===== config.mk =====
export PLATFORM = sky130hd
export DESIGN_NAME = ncp_cache_prog_seq
export DESIGN_NICKNAME = d
export VERILOG_FILES = /design/src/rtl/ncp_pkg.sv /design/src/rtl/ncp_poll_timer.sv /design/src/rtl/ncp_ctrl.sv /design/src/rtl/ncp_bus_drv.sv /design/src/rtl/ncp_result.sv /design/src/rtl/ncp_cache_prog_seq.sv
export SDC_FILE = /design/constraint.sdc
export NUM_CORES = 1
export LEC_CHECK = 0
export CAP_MARGIN = 20
export CORE_MARGIN = 3
export CORE_UTILIZATION = 45
export CTS_BUF_LIST = sky130_fd_sc_hd__clkbuf_4
export DETAILED_ROUTE_END_ITERATION = 8
export DONT_BUFFER_PORTS = 1
export PLACE_DENSITY = 0.59
export SYNTH_ARGS = -nofsm -noshare
export SYNTH_HDL_FRONTEND = slang
export SYNTH_SLANG_ARGS = --single-unit

===== constraint.sdc =====
create_clock -name clk -period 4.2 [get_ports clk]
set_input_delay 0.84 -clock clk [delete_from_list [all_inputs] [get_ports clk]]
set_output_delay 0.84 -clock clk [all_outputs]
set_load 0.02 [all_outputs]

===== src/rtl/ncp_pkg.sv =====
package ncp_pkg;

  localparam logic [7:0] OP_SETUP  = 8'h80;
  localparam logic [7:0] OP_CACHE  = 8'h15;
  localparam logic [7:0] OP_FINAL  = 8'h10;
  localparam logic [7:0] OP_STATUS = 8'h70;

  localparam int SB_CUR       = 0;
  localparam int SB_PREV      = 1;
  localparam int SB_TRUE_RDY  = 5;
  localparam int SB_CACHE_RDY = 6;

  typedef enum logic [2:0] {
    ST_IDLE, ST_SETUP, ST_ADDR, ST_DATA, ST_CONF, ST_STCMD, ST_POLL, ST_FINAL
  } state_e;

  typedef enum logic [2:0] {
    SEL_NONE, SEL_SETUP, SEL_ADDR, SEL_DATA, SEL_CONF_CACHE, SEL_CONF_LAST, SEL_STATUS
  } bsel_e;

endpackage


===== src/rtl/ncp_poll_timer.sv =====
module ncp_poll_timer #(
  parameter int POLL_LIMIT = 4096,
  localparam int CW = $clog2(POLL_LIMIT + 1)
) (
  input  logic clk,
  input  logic rst_n,
  input  logic clr,
  input  logic tick,
  output logic last_try
);

  logic [CW-1:0] cnt_q;
  logic [CW-1:0] cnt_d;
  logic          cnt_en;

  assign cnt_en   = clr | tick;
  assign cnt_d    = clr ? '0 : cnt_q + CW'(1);
  assign last_try = (cnt_q == CW'(POLL_LIMIT - 1));

  always_ff @(posedge clk or negedge rst_n) begin
    if (!rst_n)      cnt_q <= '0;
    else if (cnt_en) cnt_q <= cnt_d;
  end

endmodule


===== src/rtl/ncp_ctrl.sv =====
module ncp_ctrl
  import ncp_pkg::*;
#(
  parameter int PAGE_BYTES = 2048,
  parameter int ADDR_CYC   = 5,
  localparam int AIW = $clog2(ADDR_CYC + 1),
  localparam int BW  = $clog2(PAGE_BYTES + 1)
) (
  input  logic           clk,
  input  logic           rst_n,
  input  logic           req_valid,
  input  logic           req_last,
  input  logic           dat_valid,
  input  logic           sts_cache_rdy,
  input  logic           sts_true_rdy,
  input  logic           sts_prev_fail,
  input  logic           sts_cur_fail,
  input  logic           poll_last_try,
  output logic           req_ready,
  output logic           dat_ready,
  output logic           cmd_we,
  output logic           adr_we,
  output logic           dat_we,
  output logic           sts_re,
  output bsel_e          bsel,
  output logic [AIW-1:0] adr_idx,
  output logic           load_req,
  output logic           tmr_clr,
  output logic           tmr_tick,
  output logic           emit_valid,
  output logic           emit_fail,
  output logic           emit_timeout
);

  state_e         state_q, state_d;
  logic [AIW-1:0] acnt_q, acnt_d;
  logic [BW-1:0]  bcnt_q, bcnt_d;
  logic           last_q, last_d;
  logic           pend_q, pend_d;
  logic           curf_q, curf_d;
  logic           rdy;

  assign adr_idx = acnt_q;
  assign rdy     = last_q ? sts_true_rdy : sts_cache_rdy;

  always_comb begin
    state_d      = state_q;
    acnt_d       = acnt_q;
    bcnt_d       = bcnt_q;
    last_d       = last_q;
    pend_d       = pend_q;
    curf_d       = curf_q;
    req_ready    = 1'b0;
    dat_ready    = 1'b0;
    cmd_we       = 1'b0;
    adr_we       = 1'b0;
    dat_we       = 1'b0;
    sts_re       = 1'b0;
    bsel         = SEL_NONE;
    load_req     = 1'b0;
    tmr_clr      = 1'b0;
    tmr_tick     = 1'b0;
    emit_valid   = 1'b0;
    emit_fail    = 1'b0;
    emit_timeout = 1'b0;
    unique case (state_q)
      ST_IDLE: begin
        req_ready = 1'b1;
        if (req_valid) begin
          load_req = 1'b1;
          last_d   = req_last;
          state_d  = ST_SETUP;
        end
      end
      ST_SETUP: begin
        cmd_we  = 1'b1;
        bsel    = SEL_SETUP;
        acnt_d  = '0;
        state_d = ST_ADDR;
      end
      ST_ADDR: begin
        adr_we = 1'b1;
        bsel   = SEL_ADDR;
        if (acnt_q == AIW'(ADDR_CYC - 1)) begin
          bcnt_d  = '0;
          state_d = ST_DATA;
        end else begin
          acnt_d = acnt_q + AIW'(1);
        end
      end
      ST_DATA: begin
        dat_ready = 1'b1;
        if (dat_valid) begin
          dat_we = 1'b1;
          bsel   = SEL_DATA;
          if (bcnt_q == BW'(PAGE_BYTES - 1)) state_d = ST_CONF;
          else                               bcnt_d  = bcnt_q + BW'(1);
        end
      end
      ST_CONF: begin
        cmd_we  = 1'b1;
        bsel    = last_q ? SEL_CONF_LAST : SEL_CONF_CACHE;
        state_d = ST_STCMD;
      end
      ST_STCMD: begin
        cmd_we  = 1'b1;
        bsel    = SEL_STATUS;
        tmr_clr = 1'b1;
        state_d = ST_POLL;
      end
      ST_POLL: begin
        sts_re = 1'b1;
        if (rdy) begin
          emit_valid = pend_q;
          emit_fail  = sts_prev_fail;
          if (last_q) begin
            curf_d  = sts_cur_fail;
            pend_d  = 1'b0;
            state_d = ST_FINAL;
          end else begin
            pend_d  = 1'b1;
            state_d = ST_IDLE;
          end
        end else if (poll_last_try) begin
          emit_valid   = 1'b1;
          emit_fail    = 1'b1;
          emit_timeout = 1'b1;
          pend_d       = 1'b0;
          state_d      = ST_IDLE;
        end else begin
          tmr_tick = 1'b1;
        end
      end
      ST_FINAL: begin
        emit_valid = 1'b1;
        emit_fail  = curf_q;
        state_d    = ST_IDLE;
      end
      default: state_d = ST_IDLE;
    endcase
  end

  always_ff @(posedge clk or negedge rst_n) begin
    if (!rst_n) begin
      state_q <= ST_IDLE;
      acnt_q  <= '0;
      bcnt_q  <= '0;
      last_q  <= 1'b0;
      pend_q  <= 1'b0;
      curf_q  <= 1'b0;
    end else begin
      state_q <= state_d;
      acnt_q  <= acnt_d;
      bcnt_q  <= bcnt_d;
      last_q  <= last_d;
      pend_q  <= pend_d;
      curf_q  <= curf_d;
    end
  end

endmodule


===== src/rtl/ncp_bus_drv.sv =====
module ncp_bus_drv
  import ncp_pkg::*;
#(
  parameter int ADDR_CYC = 5,
  localparam int AIW = $clog2(ADDR_CYC + 1),
  localparam int AW  = 8 * ADDR_CYC
) (
  input  logic           clk,
  input  logic           rst_n,
  input  logic           load,
  input  logic [AW-1:0]  req_addr,
  input  logic [AIW-1:0] adr_idx,
  input  bsel_e          bsel,
  input  logic [7:0]     dat_byte,
  output logic [7:0]     io_out
);

  logic [AW-1:0]               addr_q;
  logic [ADDR_CYC-1:0][7:0]    masked;
  logic [7:0]                  addr_pick;

  always_ff @(posedge clk or negedge rst_n) begin
    if (!rst_n)    addr_q <= '0;
    else if (load) addr_q <= req_addr;
  end

  for (genvar g = 0; g < ADDR_CYC; g++) begin : g_abyte
    assign masked[g] = (adr_idx == AIW'(g)) ? addr_q[8*g +: 8] : 8'h00;
  end

  always_comb begin
    addr_pick = 8'h00;
    for (int i = 0; i < ADDR_CYC; i++) addr_pick = addr_pick | masked[i];
  end

  always_comb begin
    unique case (bsel)
      SEL_SETUP:      io_out = OP_SETUP;
      SEL_ADDR:       io_out = addr_pick;
      SEL_DATA:       io_out = dat_byte;
      SEL_CONF_CACHE: io_out = OP_CACHE;
      SEL_CONF_LAST:  io_out = OP_FINAL;
      SEL_STATUS:     io_out = OP_STATUS;
      default:        io_out = 8'h00;
    endcase
  end

endmodule


===== src/rtl/ncp_result.sv =====
module ncp_result (
  input  logic clk,
  input  logic rst_n,
  input  logic emit_valid,
  input  logic emit_fail,
  input  logic emit_timeout,
  output logic res_valid,
  output logic res_fail,
  output logic res_timeout
);

  always_ff @(posedge clk or negedge rst_n) begin
    if (!rst_n) res_valid <= 1'b0;
    else        res_valid <= emit_valid;
  end

  always_ff @(posedge clk or negedge rst_n) begin
    if (!rst_n) begin
      res_fail    <= 1'b0;
      res_timeout <= 1'b0;
    end else if (emit_valid) begin
      res_fail    <= emit_fail;
      res_timeout <= emit_timeout;
    end
  end

endmodule


===== src/rtl/ncp_cache_prog_seq.sv =====
module ncp_cache_prog_seq
  import ncp_pkg::*;
#(
  parameter int PAGE_BYTES = 2048,
  parameter int ADDR_CYC   = 5,
  parameter int POLL_LIMIT = 4096,
  localparam int AIW = $clog2(ADDR_CYC + 1),
  localparam int AW  = 8 * ADDR_CYC
) (
  input  logic          clk,
  input  logic          rst_n,
  input  logic          req_valid,
  output logic          req_ready,
  input  logic [AW-1:0] req_addr,
  input  logic          req_last,
  input  logic          dat_valid,
  output logic          dat_ready,
  input  logic [7:0]    dat_byte,
  output logic [7:0]    nand_io_out,
  output logic          nand_cmd_we,
  output logic          nand_adr_we,
  output logic          nand_dat_we,
  output logic          nand_sts_re,
  input  logic [7:0]    nand_io_in,
  output logic          res_valid,
  output logic          res_fail,
  output logic          res_timeout
);

  bsel_e          bsel;
  logic [AIW-1:0] adr_idx;
  logic           load_req;
  logic           tmr_clr;
  logic           tmr_tick;
  logic           last_try;
  logic           emit_valid;
  logic           emit_fail;
  logic           emit_timeout;
  logic           unused_sts_bits;

  assign unused_sts_bits = ^{nand_io_in[7], nand_io_in[4:2]};

  ncp_ctrl #(.PAGE_BYTES(PAGE_BYTES), .ADDR_CYC(ADDR_CYC)) u_ctrl (
    .clk           (clk),
    .rst_n         (rst_n),
    .req_valid     (req_valid),
    .req_last      (req_last),
    .dat_valid     (dat_valid),
    .sts_cache_rdy (nand_io_in[SB_CACHE_RDY]),
    .sts_true_rdy  (nand_io_in[SB_TRUE_RDY]),
    .sts_prev_fail (nand_io_in[SB_PREV]),
    .sts_cur_fail  (nand_io_in[SB_CUR]),
    .poll_last_try (last_try),
    .req_ready     (req_ready),
    .dat_ready     (dat_ready),
    .cmd_we        (nand_cmd_we),
    .adr_we        (nand_adr_we),
    .dat_we        (nand_dat_we),
    .sts_re        (nand_sts_re),
    .bsel          (bsel),
    .adr_idx       (adr_idx),
    .load_req      (load_req),
    .tmr_clr       (tmr_clr),
    .tmr_tick      (tmr_tick),
    .emit_valid    (emit_valid),
    .emit_fail     (emit_fail),
    .emit_timeout  (emit_timeout)
  );

  ncp_bus_drv #(.ADDR_CYC(ADDR_CYC)) u_bus (
    .clk      (clk),
    .rst_n    (rst_n),
    .load     (load_req),
    .req_addr (req_addr),
    .adr_idx  (adr_idx),
    .bsel     (bsel),
    .dat_byte (dat_byte),
    .io_out   (nand_io_out)
  );

  ncp_poll_timer #(.POLL_LIMIT(POLL_LIMIT)) u_tmr (
    .clk      (clk),
    .rst_n    (rst_n),
    .clr      (tmr_clr),
    .tick     (tmr_tick),
    .last_try (last_try)
  );

  ncp_result u_res (
    .clk          (clk),
    .rst_n        (rst_n),
    .emit_valid   (emit_valid),
    .emit_fail    (emit_fail),
    .emit_timeout (emit_timeout),
    .res_valid    (res_valid),
    .res_fail     (res_fail),
    .res_timeout  (res_timeout)
  );

endmodule


==> summary.md <==
| Metric | Value |
|---|---|
| Synth area leader | dfrtp_1 |
| Congestion Overflow GR | 0 |
| XOR/XNOR Fraction of Synth Area | 0 |
| Largest net degree at the start of global routing | 78 |
| CTS tree | done |
| Final ANT Viol Nets | 0 |
| Share of layout cells above drive strength 1 | 0.1787 |
| Final Wtd Congestion | 0.8076 |
| Diode count | 0 |
| Fin Setup TNS | 0 ns |
| Peak VDD IR | roughly 130 uV |
| I/O Buffers | 0 |
| Largest family of logic cells by synthesized area | compound AO/OA/AOI/OAI gates |
| Top post-synthesis cells by count | dfrtp_1, mux2_2, nand2_1 |
| Ys Warns | 0 |
| Worst r2r src | u_ctrl.state_q[0]$_DFFE_PN0P_ |
| Yosys top cell area share | 0.4789 |
| Total power | 1.321 mW |
| Post-cts resize count | 0 |
| Rows | 33 |
| Post-Layout Cell Count | 480 |
| Power Dens Cells | about 310 nW/um^2 |
| Clock-pin slew on the worst setup and hold paths | 0.14 ns |
| Setup Buffers After CTS | 0 |
| Critical R2R Capture | u_bus.addr_q[38]$_DFFE_PN0P_ |
| H-tree levels | 3 |
| Height of the die | just over 100 um |
| Mapped Cells | 381 |
| Compound-cell area share of the yosys netlist | 0.1664 |
| IO Count | 78 |
| Slew Viols, Final | 0 |
| Routed wire length | 9280 um |
| TritonCTS Buffers | 9 |
| Slew HR | 0.3568 |
| Residual DRC count | 0 |
| Final setup vio count | 0 |
| Mapped Area | 4024 um^2 |
| Clock Skew | roughly 0.017 ns |
| Fill cells | 750 |
| Synth area leaders | dfrtp_1, mux2_2, o21ai_0 |
| Pre-Repair DR Iteration Count | 4 |
| Count leader, synth | dfrtp_1 |
| Die area | 10110 um^2 |
| Mux share of post-synthesis cell area | 0.1387 |
| Post-synthesis adder-cell area fraction | 0.02177 |
| Count of hold-fix buffers inserted at cts | 0 |
| Cell area after placement | 4080 um^2 |
| Vias in the first global route | just under 3000 |
| First-pass GRT wire length | about 15000 um |
| RSZ-0062 raised after global routing | no |
| Die width | 100.6 um |
| CTS root buffer | clkbuf_4 |
| R2r setup slk | 1.36 ns |
| Library cells used by synthesis | 49 |
| Fmax | 284.7 MHz |
| Hold violation count in the final report | 0 |
| Wire per inst | 19.33 um |
| Min-delay worst type | in2async |
| Core Area | roughly 8500 um^2 |
| # nets final | 438 |
| Initial Util | 0.4754 |
| 1st-iter DRT viols | 121 |
| Final Cell Area | 4222 um^2 |
| Post-synth EDFFs | 0 |
| Gr usage total | 0.1917 |
| Simple-gate portion of the synthesized area | 0.1567 |
| Status | finished, final reports clean |
| Sequential area share after synthesis | 0.4789 |
| Yosys reg bits | 77 |
| Worst r2r path cells | 3 |
| Critical path startpoint | u_ctrl.adr_idx[0]$_DFFE_PN0P_ |
| CP Data Arrival Time | 2.67 ns |
| CTS sink cnt | 77 |
| Max cap viols | 0 |
| Longest Clk Path Bufs | 2 |
| Leakage | 1.876 nW |
| Critical Path RT | between 3 and 4 ns |
| Syn avg cell area | 10.56 um^2 |
| Clock Latency Late Sink | between 0.4 and 0.5 ns |
| Vias | just over 3000 |
| Initial antenna violation count | 0 |
| Hold WS | 0.07400 ns |
| Crit Path Class | reg2out |
| Crit path launch type | register |
| Async set or reset register ratio after synthesis | 1.000 |
| DR vias/cell | 6.392 |
| Post-route clock period utilization | 0.8362 |
| Mapped Nets | 449 |
| Period minus WS final | 3.512 ns |
| Worst Max-Slew Pin Slew | 0.9649 ns |
| Synth Flop Type | dfrtp_1 |
| Worst Setup End Kind | output pin |
| Dpl hpwl | 6421 um |
| Placed Cells incl. Taps | about 460 |
| Area delta synth->final | 4.913% |
| CP Max Fanout | 21 |
kinds of logic after synthesis:
kind of cell	Yosys count
buf+inv	39
fa+ha+maj	7
mux	50
simple gates	111
compound gates	97
flops	77
worst max path at each step:
stage / cells after the start / to
2_1_floorplan: 3 / nand_io_out[0]
3_3_place_gp: 6 / nand_io_out[7]
3_5_place_dp: 6 / nand_io_out[7]
4_1_cts: 6 / nand_io_out[7]
5_1_grt: 6 / nand_io_out[7]
6_report: 6 / nand_io_out[7]
per-layer routing:
metal  GRT usage  routed length (um)  vias up
met2      0.3012                4376       91
met5           0                   0        -
met1      0.2483                4120     1528
met4     0.05907                 117        0
li1            -                   -     1437
met3     0.06920                 665       12
cell usage in the layout, fill, tap and decap left out, types with 4 or more instances in the layout:
master    instances
nand2_1          23
clkbuf_4          9
a21oi_1          18
o31ai_1          11
nand3_1          20
nor2_1           12
inv_1            13
or4_1            13
or3_1             6
o22ai_1           4
mux2i_1           7
ha_1              7
o21ai_0          22
a32oi_1           8
a22o_1            4
dfrtp_1          77
and3_1            5
nor3_1            5
nand4_1           8
mux2_2           42
a222oi_1          8
critical path, stage by stage, from the launching register on:
cell      delay, ns
dfrtp_1        0.44
inv_1          0.13
ha_1           0.70
a222oi_1       0.17
o21ai_0        0.29
a31oi_1        0.12
nor2_1         0.37
layout make-up:
type / instances / area, um^2 / share of cell area
Multi-Input combinational cell: 265 / 1947 / 0.4612
Timing Repair Buffer: 3 / 22.52 / 0.005335
Tap cell: 105 / 131.4 / 0.03112
Sequential cell: 77 / 1927 / 0.4564
Clock buffer: 9 / 67.56 / 0.01600
Clock inverter: 7 / 73.82 / 0.01749
Inverter: 14 / 52.55 / 0.01245
registers in the layout, indices dropped and copies added, names as in the netlist:
register and flops:
u_res.res_valid 1, u_ctrl.curf_q 1, u_bus.addr_q 40, u_res.res_fail 1, u_ctrl.state_q 3, u_ctrl.pend_q 1
u_ctrl.bcnt_q 12, u_ctrl.last_q 1, u_tmr.cnt_q 13, u_res.res_timeout 1, u_ctrl.adr_idx 3
through the flow:
step / util / setup WS (ns)
floorplan: - / 1.686
CTS: 0.4987 / 0.6525
global route: 0.4987 / 0.4448
detailed placement: 0.4820 / 1.154
global placement: 0.4820 / 1.164
finish: 0.4987 / 0.6880
where the power goes:
part	total, mW	switching (mW)	leakage, nW	internal, mW
clock	0.468	0.284	0.0767	0.184
combinational	0.0609	0.0352	0.777	0.0257
sequential	0.792	0.0286	1.02	0.763
total	1.32	0.347	1.88	0.973
Power figures use the tool's default switching activity.
